## src/rtl/bist_pkg.sv

```systemverilog
package bist_pkg;

    typedef enum logic [2:0] {
        ST_IDLE,
        ST_SHIFT,
        ST_CAP1,
        ST_CAP2,
        ST_UNLOAD,
        ST_DONE
    } bist_state_e;

endpackage

```

## src/rtl/bist_cnt.sv

```systemverilog
module bist_cnt #(
    parameter int W = 4
) (
    input  logic         clk,
    input  logic         rst_n,
    input  logic         clr_i,
    input  logic         inc_i,
    output logic [W-1:0] cnt_o
);

    always_ff @(posedge clk) begin
        if (!rst_n || clr_i) begin
            cnt_o <= '0;
        end else if (inc_i) begin
            cnt_o <= cnt_o + W'(1);
        end
    end

endmodule

```

## src/rtl/bist_fsm.sv

```systemverilog
module bist_fsm
    import bist_pkg::*;
(
    input  logic clk,
    input  logic rst_n,
    input  logic start_i,
    input  logic trans_mode_i,
    input  logic shift_last_i,
    input  logic pat_last_i,
    input  logic first_pat_i,
    output logic scan_en_o,
    output logic cap1_o,
    output logic cap2_o,
    output logic misr_en_o,
    output logic done_o,
    output logic pat_clr_o,
    output logic pat_inc_o
);

    bist_state_e state_q, state_d;
    logic        mode_q;
    logic        accept;

    assign accept    = start_i && (state_q == ST_IDLE || state_q == ST_DONE);
    assign pat_clr_o = accept;

    // state register (mode is latched only on an accepted start)
    always_ff @(posedge clk) begin
        if (!rst_n) begin
            state_q <= ST_IDLE;
            mode_q  <= 1'b0;
        end else begin
            state_q <= state_d;
            if (accept) begin
                mode_q <= trans_mode_i;
            end
        end
    end

    // next-state logic
    always_comb begin
        state_d = state_q;
        unique case (state_q)
            ST_IDLE:   if (accept) state_d = ST_SHIFT;
            ST_SHIFT:  if (shift_last_i) state_d = ST_CAP1;
            ST_CAP1: begin
                if (mode_q)          state_d = ST_CAP2;
                else if (pat_last_i) state_d = ST_UNLOAD;
                else                 state_d = ST_SHIFT;
            end
            ST_CAP2:   state_d = pat_last_i ? ST_UNLOAD : ST_SHIFT;
            ST_UNLOAD: if (shift_last_i) state_d = ST_DONE;
            ST_DONE:   if (accept) state_d = ST_SHIFT;
            default:   state_d = ST_IDLE;
        endcase
    end

    // outputs (Moore, decoded from state)
    always_comb begin
        scan_en_o = 1'b0;
        cap1_o    = 1'b0;
        cap2_o    = 1'b0;
        misr_en_o = 1'b0;
        done_o    = 1'b0;
        pat_inc_o = 1'b0;
        unique case (state_q)
            ST_IDLE: ;
            ST_SHIFT: begin
                scan_en_o = 1'b1;
                misr_en_o = !first_pat_i;
            end
            ST_CAP1: begin
                cap1_o    = 1'b1;
                pat_inc_o = !mode_q;
            end
            ST_CAP2: begin
                cap2_o    = 1'b1;
                pat_inc_o = 1'b1;
            end
            ST_UNLOAD: begin
                scan_en_o = 1'b1;
                misr_en_o = 1'b1;
            end
            ST_DONE:  done_o = 1'b1;
            default: ;
        endcase
    end

endmodule

```

## src/rtl/lbist_seq_ctrl.sv

```systemverilog
module lbist_seq_ctrl #(
    parameter int CHAIN_LEN = 8,
    parameter int PATTERNS  = 5,
    localparam int SC_W     = (CHAIN_LEN > 2) ? $clog2(CHAIN_LEN) : 1,
    localparam int PC_W     = $clog2(PATTERNS + 1)
) (
    input  logic            clk,
    input  logic            rst_n,
    input  logic            start_i,
    input  logic            trans_mode_i,
    output logic            scan_en_o,
    output logic            cap1_o,
    output logic            cap2_o,
    output logic            misr_en_o,
    output logic [SC_W-1:0] shift_cnt_o,
    output logic [PC_W-1:0] pat_cnt_o,
    output logic            done_o
);

    logic shift_last, pat_last, first_pat;
    logic pat_clr, pat_inc;
    logic shift_clr;

    assign shift_last = (shift_cnt_o == SC_W'(CHAIN_LEN - 1));
    assign pat_last   = (pat_cnt_o == PC_W'(PATTERNS - 1));
    assign first_pat  = (pat_cnt_o == '0);
    assign shift_clr  = !scan_en_o || shift_last;

    bist_fsm u_fsm (
        .clk          (clk),
        .rst_n        (rst_n),
        .start_i      (start_i),
        .trans_mode_i (trans_mode_i),
        .shift_last_i (shift_last),
        .pat_last_i   (pat_last),
        .first_pat_i  (first_pat),
        .scan_en_o    (scan_en_o),
        .cap1_o       (cap1_o),
        .cap2_o       (cap2_o),
        .misr_en_o    (misr_en_o),
        .done_o       (done_o),
        .pat_clr_o    (pat_clr),
        .pat_inc_o    (pat_inc)
    );

    bist_cnt #(.W(SC_W)) u_shift_cnt (
        .clk   (clk),
        .rst_n (rst_n),
        .clr_i (shift_clr),
        .inc_i (scan_en_o),
        .cnt_o (shift_cnt_o)
    );

    bist_cnt #(.W(PC_W)) u_pat_cnt (
        .clk   (clk),
        .rst_n (rst_n),
        .clr_i (pat_clr),
        .inc_i (pat_inc),
        .cnt_o (pat_cnt_o)
    );

endmodule

```

## config.mk

```make
export PLATFORM = sky130hd
export DESIGN_NAME = lbist_seq_ctrl
export DESIGN_NICKNAME = d
export VERILOG_FILES = /design/src/rtl/bist_pkg.sv /design/src/rtl/bist_cnt.sv /design/src/rtl/bist_fsm.sv /design/src/rtl/lbist_seq_ctrl.sv
export SDC_FILE = /design/constraint.sdc
export NUM_CORES = 1
export LEC_CHECK = 0
export BUFFER_PORTS_ARGS = -buffer_cell sky130_fd_sc_hd__buf_2
export CAP_MARGIN = 20
export CORE_UTILIZATION = 51
export CTS_CLUSTER_SIZE = 14
export DETAILED_ROUTE_END_ITERATION = 6
export PLACE_DENSITY = 0.81
export SLEW_MARGIN = 0
export SYNTH_ARGS = -nofsm -noshare
export SYNTH_HDL_FRONTEND = slang
export SYNTH_SLANG_ARGS = --single-unit
```

## constraint.sdc

```tcl
create_clock -name clk -period 1.57 [get_ports clk]
set_input_delay 0.157 -clock clk [delete_from_list [all_inputs] [get_ports clk]]
set_output_delay 0.157 -clock clk [all_outputs]
set_load 0.1 [all_outputs]
```

## Word level (Yosys, flattened, before mapping)

Index checks and enable logic that the tools add are counted.

- Bits in registers: 10
- Input bits: 4

- $add $sub $neg: 2
- Equal/unequal tests: 10
- Muxes and demuxes: 12
- Reduce and logical (&&, ||, !) cells: 14

Operators with widths:

| operator | count |
|---|---|
| $mux 3 | 5 |
| $pmux 3 s5 | 1 |
| $eq 3x3->1 const B | 4 |
| $add 3x1->3 const B | 2 |
| $eq 3x2->1 const B | 2 |
| $logic_not 3->1 | 2 |
| $logic_not 1->1 | 4 |
| $logic_or 1x1->1 | 4 |
| $mux 1 | 4 |
| $ne 2x2->1 const B | 2 |
| $pmux 1 s2 | 2 |
| $reduce_or 2->1 | 2 |
| $eq 3x1->1 const B | 1 |
| $reduce_and 3->1 | 1 |
| $ne 2x1->1 const B | 1 |
| $logic_and 1x1->1 | 1 |

## Depth between registers and ports, before layout

Gate-level depths: netlist of the first run.

- Depth in word-level cells: 6
- Gate-level depth with buffers: 5

## Cells and area by module

Synthesis of the first run repeated with hierarchy kept, for this count alone.

- Cells, all modules: 70
- Area, all modules: 646.9 um^2

By module, submodules not included:

| module | times used | cells an instance | area each (um^2) | seq. area each (um^2) |
|---|---|---|---|---|
| bist_fsm | 1 | 42 | 354.1 | 80.1 |
| bist_cnt | 2 | 12 | 127.6 | 60.1 |
| lbist_seq_ctrl | 1 | 4 | 37.5 | 0.0 |

## Worst setup path before layout of the first run

No wires, ideal clock.

- Path type: reg-to-output
- From: reg u_pat_cnt.cnt_o[0]
- To: out misr_en_o
- Data arrival time: 3.121 ns
- Data required time: 1.413 ns
- Slack: -1.708 ns
- Stages on the path, launching flop included: 5
- Path buffers: 0
- Cells stage by stage: dfxtp_1 -> inv_1 -> ha_1 -> a211o_1 -> a21oi_1

- Longest elaborated chain between the ends: 3

Ends and longest elaborated chain:

| element | RTL line | RTL |
|---|---|---|
| start: declaration | bist_cnt.sv:8 | `output logic [W-1:0] cnt_o` |
| start signal: assignment | bist_cnt.sv:15 | `cnt_o <= cnt_o + W'(1);` |
| $logic_not 3->1 | lbist_seq_ctrl.sv:26 | `assign first_pat = (pat_cnt_o == '0);` |
| $logic_not 1->1 | bist_fsm.sv:70 | `misr_en_o = !first_pat_i;` |
| $pmux 1 s2 | bist_fsm.sv:66 | `unique case (state_q)` |
| end: declaration | lbist_seq_ctrl.sv:14 | `output logic misr_en_o,` |

No other way between the ends.

## Final worst setup path of the first run

- From: reg u_pat_cnt.cnt_o[1]
- To: out misr_en_o

The elaborated chain is that of the path after synthesis.

==> results.cfg, run 1 <==
[drt]
ant_nets = 0
drc_errors = 0
wirelength_microns = 1570
routedWlPerCell_microns = 14.5
dr_total_vias = 598
first_pass_iters = 4
initialDrtViolationCount = 6
vias_per_cell = 5.54

[final_layout]
fillCellCount = 72
drive_above_1_share_pct = 54.3
area_growth_pct = 43.6
fin_util_pct = 82.4
final_nets = 103
final_cell_mix = buf_2 (9), buf_4 (8), buf_12 (5), dfxtp_4 (5)
antenna_cells = 0
final_common_cell = buf_2

[global_route]
grt_use_met1_pct = 28.4
grtUsageMet3_pct = 6.98
grt_pass1_wl_microns = 2530
met2_usage_pct = 49.2
grt-ovfl-total = 0
grt_use_total_pct = 26.4
grt_pass1_vias = 552
antenna_found_initial = 0
grt_start_max_net_pins = 10
grt_busiest_layer = met2

[die]
dieArea_sq_um = 1450
die_w_microns = 38.1
io-pin-count = 15
start_util_pct = 57.4
fp.dieH_microns = 38.1
num_rows = 12
coreArea_sq_um = 1160

[worst_hold_path]
worstHoldPathType = in -> reg
hold_path_depth = 3
holdPathEnd = u_fsm.state_q[0]
min_from = rst_n

[pwr]
p_int_uw = 561
p_total_mw = 1.00
p_sw_share_pct = 43.9
leakage_nw = 0.390
vdd_ir_drop_max_uv = 850
combinationalPowerShare_pct = 50.5
switching_power_uw = 440
pwr-share-clk_pct = 18.4
power.density_nw_per_um2 = 1050
power_frac_seq_pct = 31.1

[synth]
netlist_instances = 71
synthFlopType = dfxtp_1
ys_seq_area_share_pct = 30.2
ys_seq_elements = 10
mappedNetlistNets = 79
ys_types = 33
ys_warn_count = 0
syn_area_per_cell_sq_um = 9.34
netlist_area_sq_um = 663
async_flop_share_pct = 0
synth_edf_count = 0

[sta]
tightest_slew_ns = 0.502
fmax_mhz = 624
finalSetupViolations = 1
slew_violations = 0
relSlewSlack_pct = 66.7
post-route-min-period_ns = 1.60
grt_setup_unrepaired = yes
skew_ns = 0.00654
hold_violations = 0
fin_crit_sh_pct = 102
postLayoutSetupSlackWorst_ns = -0.0320

[critical_path]
worstReg2RegStart = u_fsm.state_q[0]
cp_num_buf_inv = 2
required_ns = 1.41
path_cells = inv_4, ha_4, a211o_1, a21oi_4, buf_12
path_delay_family = compound AO/OA/AOI/OAI gates
critPathSlowestCell = dfxtp_4
critPathKind = reg -> out
r2r_end = u_fsm.state_q[1]
critical_path.endpoint_type = output pin
path_depth = 5
start_kind = register
crit_fanout = 2
slowest_delay_ns = 0.36
arrival_ns = 1.44
r2r_slack_ns = 0.10
reg2reg_depth = 4

[cts]
clk_latency_ns = 0.27
clockBufferDepth = 2
cts_tree = built
cts_max_level = 1
clkTransAtPathRegs_ns = 0.07
numCtsBuffers = 3
clockRootBuffer = clkbuf_4
clock_sinks = 10

[placed_design]
portBuffers = 14
gp_congestion = 0.882
hpwl_microns = 1120

[run]
maxCapViolCount = 0

[run_status]
violations = negative setup slack
status = finished, violations left
[how the worst max path moves through the flow]
stage                       end          startpoint  slack, ns
2_1_floorplan         misr_en_o  u_pat_cnt.cnt_o[0]      -0.31
3_3_place_gp          misr_en_o  u_pat_cnt.cnt_o[0]       0.17
3_5_place_dp   u_fsm.state_q[2]    u_fsm.state_q[2]       0.13
4_1_cts               misr_en_o  u_pat_cnt.cnt_o[0]      -0.05
5_1_grt               misr_en_o  u_pat_cnt.cnt_o[1]      -0.06
6_report              misr_en_o  u_pat_cnt.cnt_o[1]      -0.03
[stage by stage]
stage / hold WS, ns / cells / worst slack (ns) / setup TNS, ns / instance area, sq um
final: 0.140 / 108 / -0.0320 / -0.0320 / 952
after global routing: 0.136 / 108 / -0.0622 / -0.0622 / 952
after CTS: 0.133 / 109 / -0.0494 / -0.0494 / 943
after detailed placement: 0.422 / 103 / 0.132 / 0 / 887
after global placement: 0.405 / 103 / 0.175 / 0 / 887
after floorplan: 0.289 / 71 / -0.310 / -0.310 / 702
[power by group through the flow]
stage / combinational, mW / sequential, mW / clock [mW]
global route: 0.527 / 0.316 / 0.201
global placement: 0.493 / 0.312 / 0
CTS: 0.503 / 0.310 / 0.190
detailed placement: 0.500 / 0.315 / 0
finish: 0.506 / 0.312 / 0.184
floorplan: 0.329 / 0.349 / 0
[final cells by class]
class,instances,area [sq um],area share (%)
repair buffers,22,205,21.6
well taps,14,17.5,1.84
clock buffers,3,22.5,2.37
clock inverters,1,3.75,0.394
flip-flops and latches,10,224,23.5
multi-input cells,52,454,47.7
inverters,6,25.0,2.63
[cells by family after synthesis]
logic type	Yosys count	share of synthesized area, %
simple gates	26	25.5
flops	10	30.2
mux	4	6.79
compound gates	16	16.6
fa+ha+maj	4	7.55
buf+inv	9	7.92
xor+xnor	2	5.47
[timing repair]
item                                    in CTS  in global routing
buffers inserted                             2                  0
pin swaps                                    3                  2
hold endpoints to repair                     0                  0
hold buffers                                 0                  0
endpoints found under the setup margin       4                  4
resized for setup                            6                  5
[Yosys cell counts (2+ instances only)]
| library cell | number | area share (%) |
|---|---|---|
| and2_1 | 2 | 1.9 |
| ha_1 | 4 | 7.5 |
| mux2i_1 | 2 | 3.0 |
| o31ai_1 | 2 | 2.3 |
| o21ai_0 | 3 | 2.3 |
| nand2b_1 | 4 | 3.8 |
| a21oi_1 | 5 | 3.8 |
| dfxtp_1 | 10 | 30 |
| nand3_1 | 2 | 1.5 |
| nor2b_1 | 2 | 1.9 |
| inv_1 | 5 | 2.8 |
| nand2_1 | 3 | 1.7 |
| nor2_1 | 7 | 4.0 |
[registers in the layout, indices dropped and copies added, names as in the netlist]
register	cells
u_fsm.state_q	3
u_pat_cnt.cnt_o	3
u_shift_cnt.cnt_o	3
u_fsm.mode_q	1
[routing by layer]
layer / vias to the layer above / wire length [microns]
met2: 24 / 830
met1: 272 / 651
met4: 0 / 11
li1: 299 / -
met3: 3 / 74
met5: - / 0
[worst min-delay path, delay by kind of cell]
kind | cells | cell delay [ns]
AOI/OAI and AO/OA | 2 | 0.10
buffers and inverters | 1 | 0.11
Note: power is estimated with default switching activity, not from simulation.
==> run 2, diff against run 1 <==
--- a/config.mk
+++ b/config.mk
@@ -5,12 +5,14 @@
 export SDC_FILE = /design/constraint.sdc
 export NUM_CORES = 1
 export LEC_CHECK = 0
+export ABC_AREA = 1
 export BUFFER_PORTS_ARGS = -buffer_cell sky130_fd_sc_hd__buf_2
 export CAP_MARGIN = 20
-export CORE_UTILIZATION = 51
+export CORE_AREA = 2 2 39 41
 export CTS_CLUSTER_SIZE = 14
 export DETAILED_ROUTE_END_ITERATION = 6
-export PLACE_DENSITY = 0.81
+export DIE_AREA = 0 0 41 43
+export PLACE_DENSITY = 0.71
 export SLEW_MARGIN = 0
 export SYNTH_ARGS = -nofsm -noshare
 export SYNTH_HDL_FRONTEND = slang
==> run 2 against run 1 <==
Compared with the run above:
- the flow now finishes without violations
- clock skew barely moved
- utilization down 27 points
- via count shrank 6.0%
- critical path depth up 1
- routed wire length is 28% lower
- global-route usage fell by 10 points
- sequential power up 17%
- critical path type unchanged
==> results.cfg, run 2 <==
[run_status]
status = finished, final reports clean

[drt]
routedWlPerCell_microns = 9.77
initialDrtViolationCount = 6
drt-met1-wl_microns = 458
dr_total_vias = 562
met2WireLength_microns = 586
ant_nets = 0
wirelength_microns = 1120
met3_wirelength_microns = 59
first_pass_iters = 4
drc_errors = 0
vias_per_cell = 4.89
maxUsedRoutingLayer = met4

[synth]
yosys.area.top_type = dfxtp_1
yosysMostFrequentCell = nand2_1
syn_area_per_cell_sq_um = 6.99
async_flop_share_pct = 0
synth_edf_count = 0
ys_seq_elements = 10
ys_seq_area_share_pct = 35.8
netlist_instances = 80
synthFlopType = dfxtp_1
ys_top_cells_by_area = dfxtp_1 (36%), nand2_1 (13%), ha_1 (8.9%)
netlist.area_leader.share_pct = 35.8
ys_types = 16
synthTopCellsByCount = nand2_1 (20), dfxtp_1 (10), nor2_1 (10)
ys_warn_count = 0
netlist_area_sq_um = 559
mappedNetlistNets = 88

[placed_design]
dp_slack_ns = 0.173
placed_area_sq_um = 702
hpwl_microns = 902
portBuffers = 14
post-place-cells = 110
gp_congestion = 0.905

[sta]
skew_ns = 0.00641
relSlewSlack_pct = 68.0
fmax_mhz = 650
tightest_slew_ns = 0.484
post-route-min-period_ns = 1.54
hold_violations = 0
postLayoutSetupSlackWorst_ns = 0.0318
grt_setup_unrepaired = yes
hold_ws_ns = 0.154
fin_crit_sh_pct = 98.0
finalSetupViolations = 0
slew_violations = 0
tns_ns = 0

[global_route]
grt_pass1_wl_microns = 1900
grt_pass1_vias = 478
grt_start_max_net_pins = 7
grt-ovfl-total = 0
antenna_found_initial = 0
grt_use_total_pct = 16.4

[cts]
cts_tree = built
clockRootBuffer = clkbuf_4
clock_sinks = 10
holdBufCountCts = 0
clockBufferDepth = 2
clk_latency_ns = 0.27
clkTransAtPathRegs_ns = 0.06
numCtsBuffers = 3
cts_max_level = 1

[critical_path]
r2r_slack_ns = 0.35
crit_fanout = 6
start_kind = register
critical_path.endpoint_type = output pin
arrival_ns = 1.38
reg2reg_depth = 7
critPathKind = reg -> out
required_ns = 1.41

[die]
start_util_pct = 40.4
num_rows = 14
coreArea_sq_um = 1380
io-pin-count = 15
die_w_microns = 41
fp.dieH_microns = 43
dieArea_sq_um = 1760

[final_layout]
reg.largest.list = u_fsm.state_q x3, u_pat_cnt.cnt_o x3, u_shift_cnt.cnt_o x3
fin_util_pct = 55.3
final_common_cell = nand2_1
fin_area_sq_um = 766
final_nets = 109
area_growth_pct = 36.9
final_cell_mix = nand2_1 (20), buf_2 (10), nor2_1 (9), inv_1 (8), dfxtp_2 (7)
drive_above_1_share_pct = 40.4
final_cell_count_no_fill = 115
antenna_cells = 0
fillCellCount = 132

[pwr]
leakage_nw = 0.366
power.density_nw_per_um2 = 2220
vdd_ir_drop_max_uv = 1090
p_total_mw = 1.70

[run]
maxCapViolCount = 0

[worst_hold_path]
hold_path_depth = 3
worstHoldPathType = in -> reg
## run 2: cell families (layout without fill, tap and decap cells)
kind of cell    count (synthesis)  count (layout)  share of synthesized area [%]
simple gates                   44              44                           36.9
buf+inv                        12              31                           8.05
flops                          10              10                           35.8
compound gates                  9               9                           8.73
fa+ha+maj                       4               4                           8.95
xor+xnor                        1               1                           1.57
## run 2: worst max-delay path: stages (launching register included)
cell and delay, ns:
dfxtp_1 0.34, inv_2 0.12, nand3_2 0.12, nand2_4 0.09, inv_1 0.08, a31oi_4 0.17
buf_12 0.19
## run 2: final cells by class
| class | instances | area [sq um] | area share [%] |
|---|---|---|---|
| Multi-Input combinational cell | 58 | 337 | 44.0 |
| Sequential cell | 10 | 209 | 27.3 |
| Timing Repair Buffer | 16 | 133 | 17.3 |
| Inverter | 12 | 45.0 | 5.88 |
| Clock buffer | 3 | 22.5 | 2.94 |
| Tap cell | 16 | 20.0 | 2.61 |
## run 2: power by group
| group | total, mW | switching (mW) | internal [mW] |
|---|---|---|---|
| registers | 0.365 | 0.0536 | 0.311 |
| logic | 1.15 | 0.791 | 0.364 |
| clock network | 0.177 | 0.0883 | 0.0886 |
## run 2: worst paths after layout
path / start / end
setup reg to reg: u_pat_cnt.cnt_o[0] / u_fsm.state_q[0]
hold reg to reg: u_shift_cnt.cnt_o[0] / u_shift_cnt.cnt_o[0]
hold / removal: rst_n / u_fsm.state_q[2]
setup / recovery: u_fsm.state_q[2] / misr_en_o
## run 2: what timing repair did
action                                  in CTS  in global routing
pin swaps                                    1                  0
buffers inserted                             1                  1
endpoints found under the setup margin       1                  3
resized for setup                            3                  2
## run 2: routing by layer
metal  global-route usage (%)  vias to the layer above
li1                         -                      289
met1                     17.8                      256
met2                     25.3                       13
met3                     7.85                        4
met4                     8.00                        0
met5                        0                        -
==> run 3, diff against run 2 <==
--- a/config.mk
+++ b/config.mk
@@ -8,11 +8,14 @@
 export ABC_AREA = 1
 export BUFFER_PORTS_ARGS = -buffer_cell sky130_fd_sc_hd__buf_2
 export CAP_MARGIN = 20
-export CORE_AREA = 2 2 39 41
+export CELL_PAD_IN_SITES_DETAIL_PLACEMENT = 0
+export CELL_PAD_IN_SITES_GLOBAL_PLACEMENT = 1
+export CORE_ASPECT_RATIO = 0.8
+export CORE_UTILIZATION = 34
 export CTS_CLUSTER_SIZE = 14
 export DETAILED_ROUTE_END_ITERATION = 6
-export DIE_AREA = 0 0 41 43
-export PLACE_DENSITY = 0.71
+export GPL_ROUTABILITY_DRIVEN = 0
+export PLACE_DENSITY = 0.79
 export SLEW_MARGIN = 0
 export SYNTH_ARGS = -nofsm -noshare
 export SYNTH_HDL_FRONTEND = slang
==> run 3 against run 2 <==
Compared with the run above:
- utilization down 2.6 points
- total power down 0.74%
- highest routed layer is now met3
- clock-buffer cell count unchanged
- clock skew is 0.0023 ns lower
- first-iteration DRC count grew 83%
- hold slack better by 0.0043 ns
==> results.cfg, run 3 (same netlist as run 2, synthesis figures left out) <==
[critical_path]
critical_path.endpoint_type = output pin
path_cells = nor2_4, nand2_2, nand2_4, inv_1, a31oi_4, buf_12
r2r_slack_ns = 0.38
slowest_delay_ns = 0.37
start_kind = register
critPathKind = reg -> out
arrival_ns = 1.37
path_delay_family = flip-flops
cp_num_buf_inv = 2
required_ns = 1.41
r2r_end = u_fsm.state_q[2]
critPathSlowestCell = dfxtp_4
path_depth = 6
reg2reg_depth = 9
crit_fanout = 5
worstReg2RegStart = u_fsm.state_q[0]

[global_route]
grt_pass1_wl_microns = 1750
grt_pass1_vias = 435
antenna_found_initial = 0
grt_use_total_pct = 14.6
grt_start_max_net_pins = 7
grt-ovfl-total = 0

[sta]
grt_setup_unrepaired = yes
hold_violations = 0
postLayoutSetupSlackWorst_ns = 0.0404
fmax_mhz = 654
tns_ns = 0
slew_violations = 0
skew_ns = 0.00406
tightest_slew_ns = 0.484
finalSetupViolations = 0
relSlewSlack_pct = 67.9
fin_crit_sh_pct = 97.4
post-route-min-period_ns = 1.53

[drt]
drc_errors = 0
routedWlPerCell_microns = 9.03
ant_nets = 0
first_pass_iters = 4
vias_per_cell = 4.43
initialDrtViolationCount = 11
wirelength_microns = 1080
dr_total_vias = 527

[final_layout]
area_growth_pct = 37.4
reg.largest.list = u_fsm.state_q x3, u_pat_cnt.cnt_o x3, u_shift_cnt.cnt_o x3
final_common_cell = nand2_1
antenna_cells = 0
fillCellCount = 147
drive_above_1_share_pct = 40.8
final_nets = 108
fin_area_sq_um = 768
final_cell_mix = nand2_1 (20), buf_2 (10), nor2_1 (9), inv_1 (8), dfxtp_2 (7)

[worst_hold_path]
worstHoldPathType = in -> reg
hold_path_depth = 3
min_from = rst_n
holdPathEnd = u_fsm.state_q[0]

[cts]
clk_latency_ns = 0.26
clkTransAtPathRegs_ns = 0.06
clockBufferDepth = 2
numCtsBuffers = 3
clockRootBuffer = clkbuf_4
clock_sinks = 10
cts_max_level = 1
cts_tree = built
holdBufCountCts = 0

[placed_design]
portBuffers = 14
hpwl_microns = 856
dp_slack_ns = 0.172
placed_area_sq_um = 708

[die]
io-pin-count = 15
die_w_microns = 47.3
coreArea_sq_um = 1460
num_rows = 12
start_util_pct = 38.4
dieArea_sq_um = 1810
fp.dieH_microns = 38.3

[run_status]
status = finished, final reports clean

[run]
maxCapViolCount = 0

[pwr]
power.density_nw_per_um2 = 2190
leakage_nw = 0.359
p_total_mw = 1.68
vdd_ir_drop_max_uv = 1360
run 3: area by class of cell:
cell class | instances | area, sq um | area share, %
Timing Repair Buffer | 15 | 113 | 14.7
Inverter | 12 | 45.0 | 5.86
Tap cell | 21 | 26.3 | 3.42
Clock buffer | 3 | 22.5 | 2.93
Multi-Input combinational cell | 58 | 349 | 45.4
Sequential cell | 10 | 213 | 27.7
run 3: routing by layer:
metal	track usage (%)	wire length (microns)	vias to the layer above
li1	-	-	287
met1	17.8	498	229
met2	21.2	501	11
met3	8.49	74	0
met4	4.29	0	0
met5	0	0	-
run 3: how the worst max path moves through the flow:
| stage | start | end |
|---|---|---|
| 6_report | u_fsm.state_q[0] | misr_en_o |
| 5_1_grt | u_fsm.state_q[0] | misr_en_o |
| 4_1_cts | u_fsm.state_q[0] | misr_en_o |
| 3_5_place_dp | u_fsm.state_q[0] | misr_en_o |
| 3_3_place_gp | u_fsm.state_q[0] | misr_en_o |
| 2_1_floorplan | u_fsm.state_q[2] | cap1_o |
run 3: worst reg2reg max path, delay by kind of cell, from the launching register on:
kind                   cells  cell delay (ns)
and+or+nand+nor            8             0.56
DFF                        1             0.37
buffers and inverters      1             0.15
run 3: what timing repair did:
action,4_1_cts,5_1_grt
endpoints found under the setup margin,1,3
pin swaps,1,0
cloned,0,0
endpoints found under the hold margin,0,0
buffers inserted,1,0
resized for setup,3,6
run 3: where the power goes:
group / switching [mW] / total, mW / internal, mW
logic: 0.785 / 1.13 / 0.343
registers: 0.0712 / 0.389 / 0.318
clock network: 0.0793 / 0.167 / 0.0881
total: 0.935 / 1.68 / 0.749
run 3: through the flow:
stage / std cells / utilization [%] / hold slack [ns]
after floorplan: 80 / - / 0.277
final: 119 / 52.7 / 0.158
after global placement: 115 / 48.6 / 0.402
after detailed placement: 115 / 48.6 / 0.409
after global routing: 119 / 52.7 / 0.157
after CTS: 119 / 51.3 / 0.155
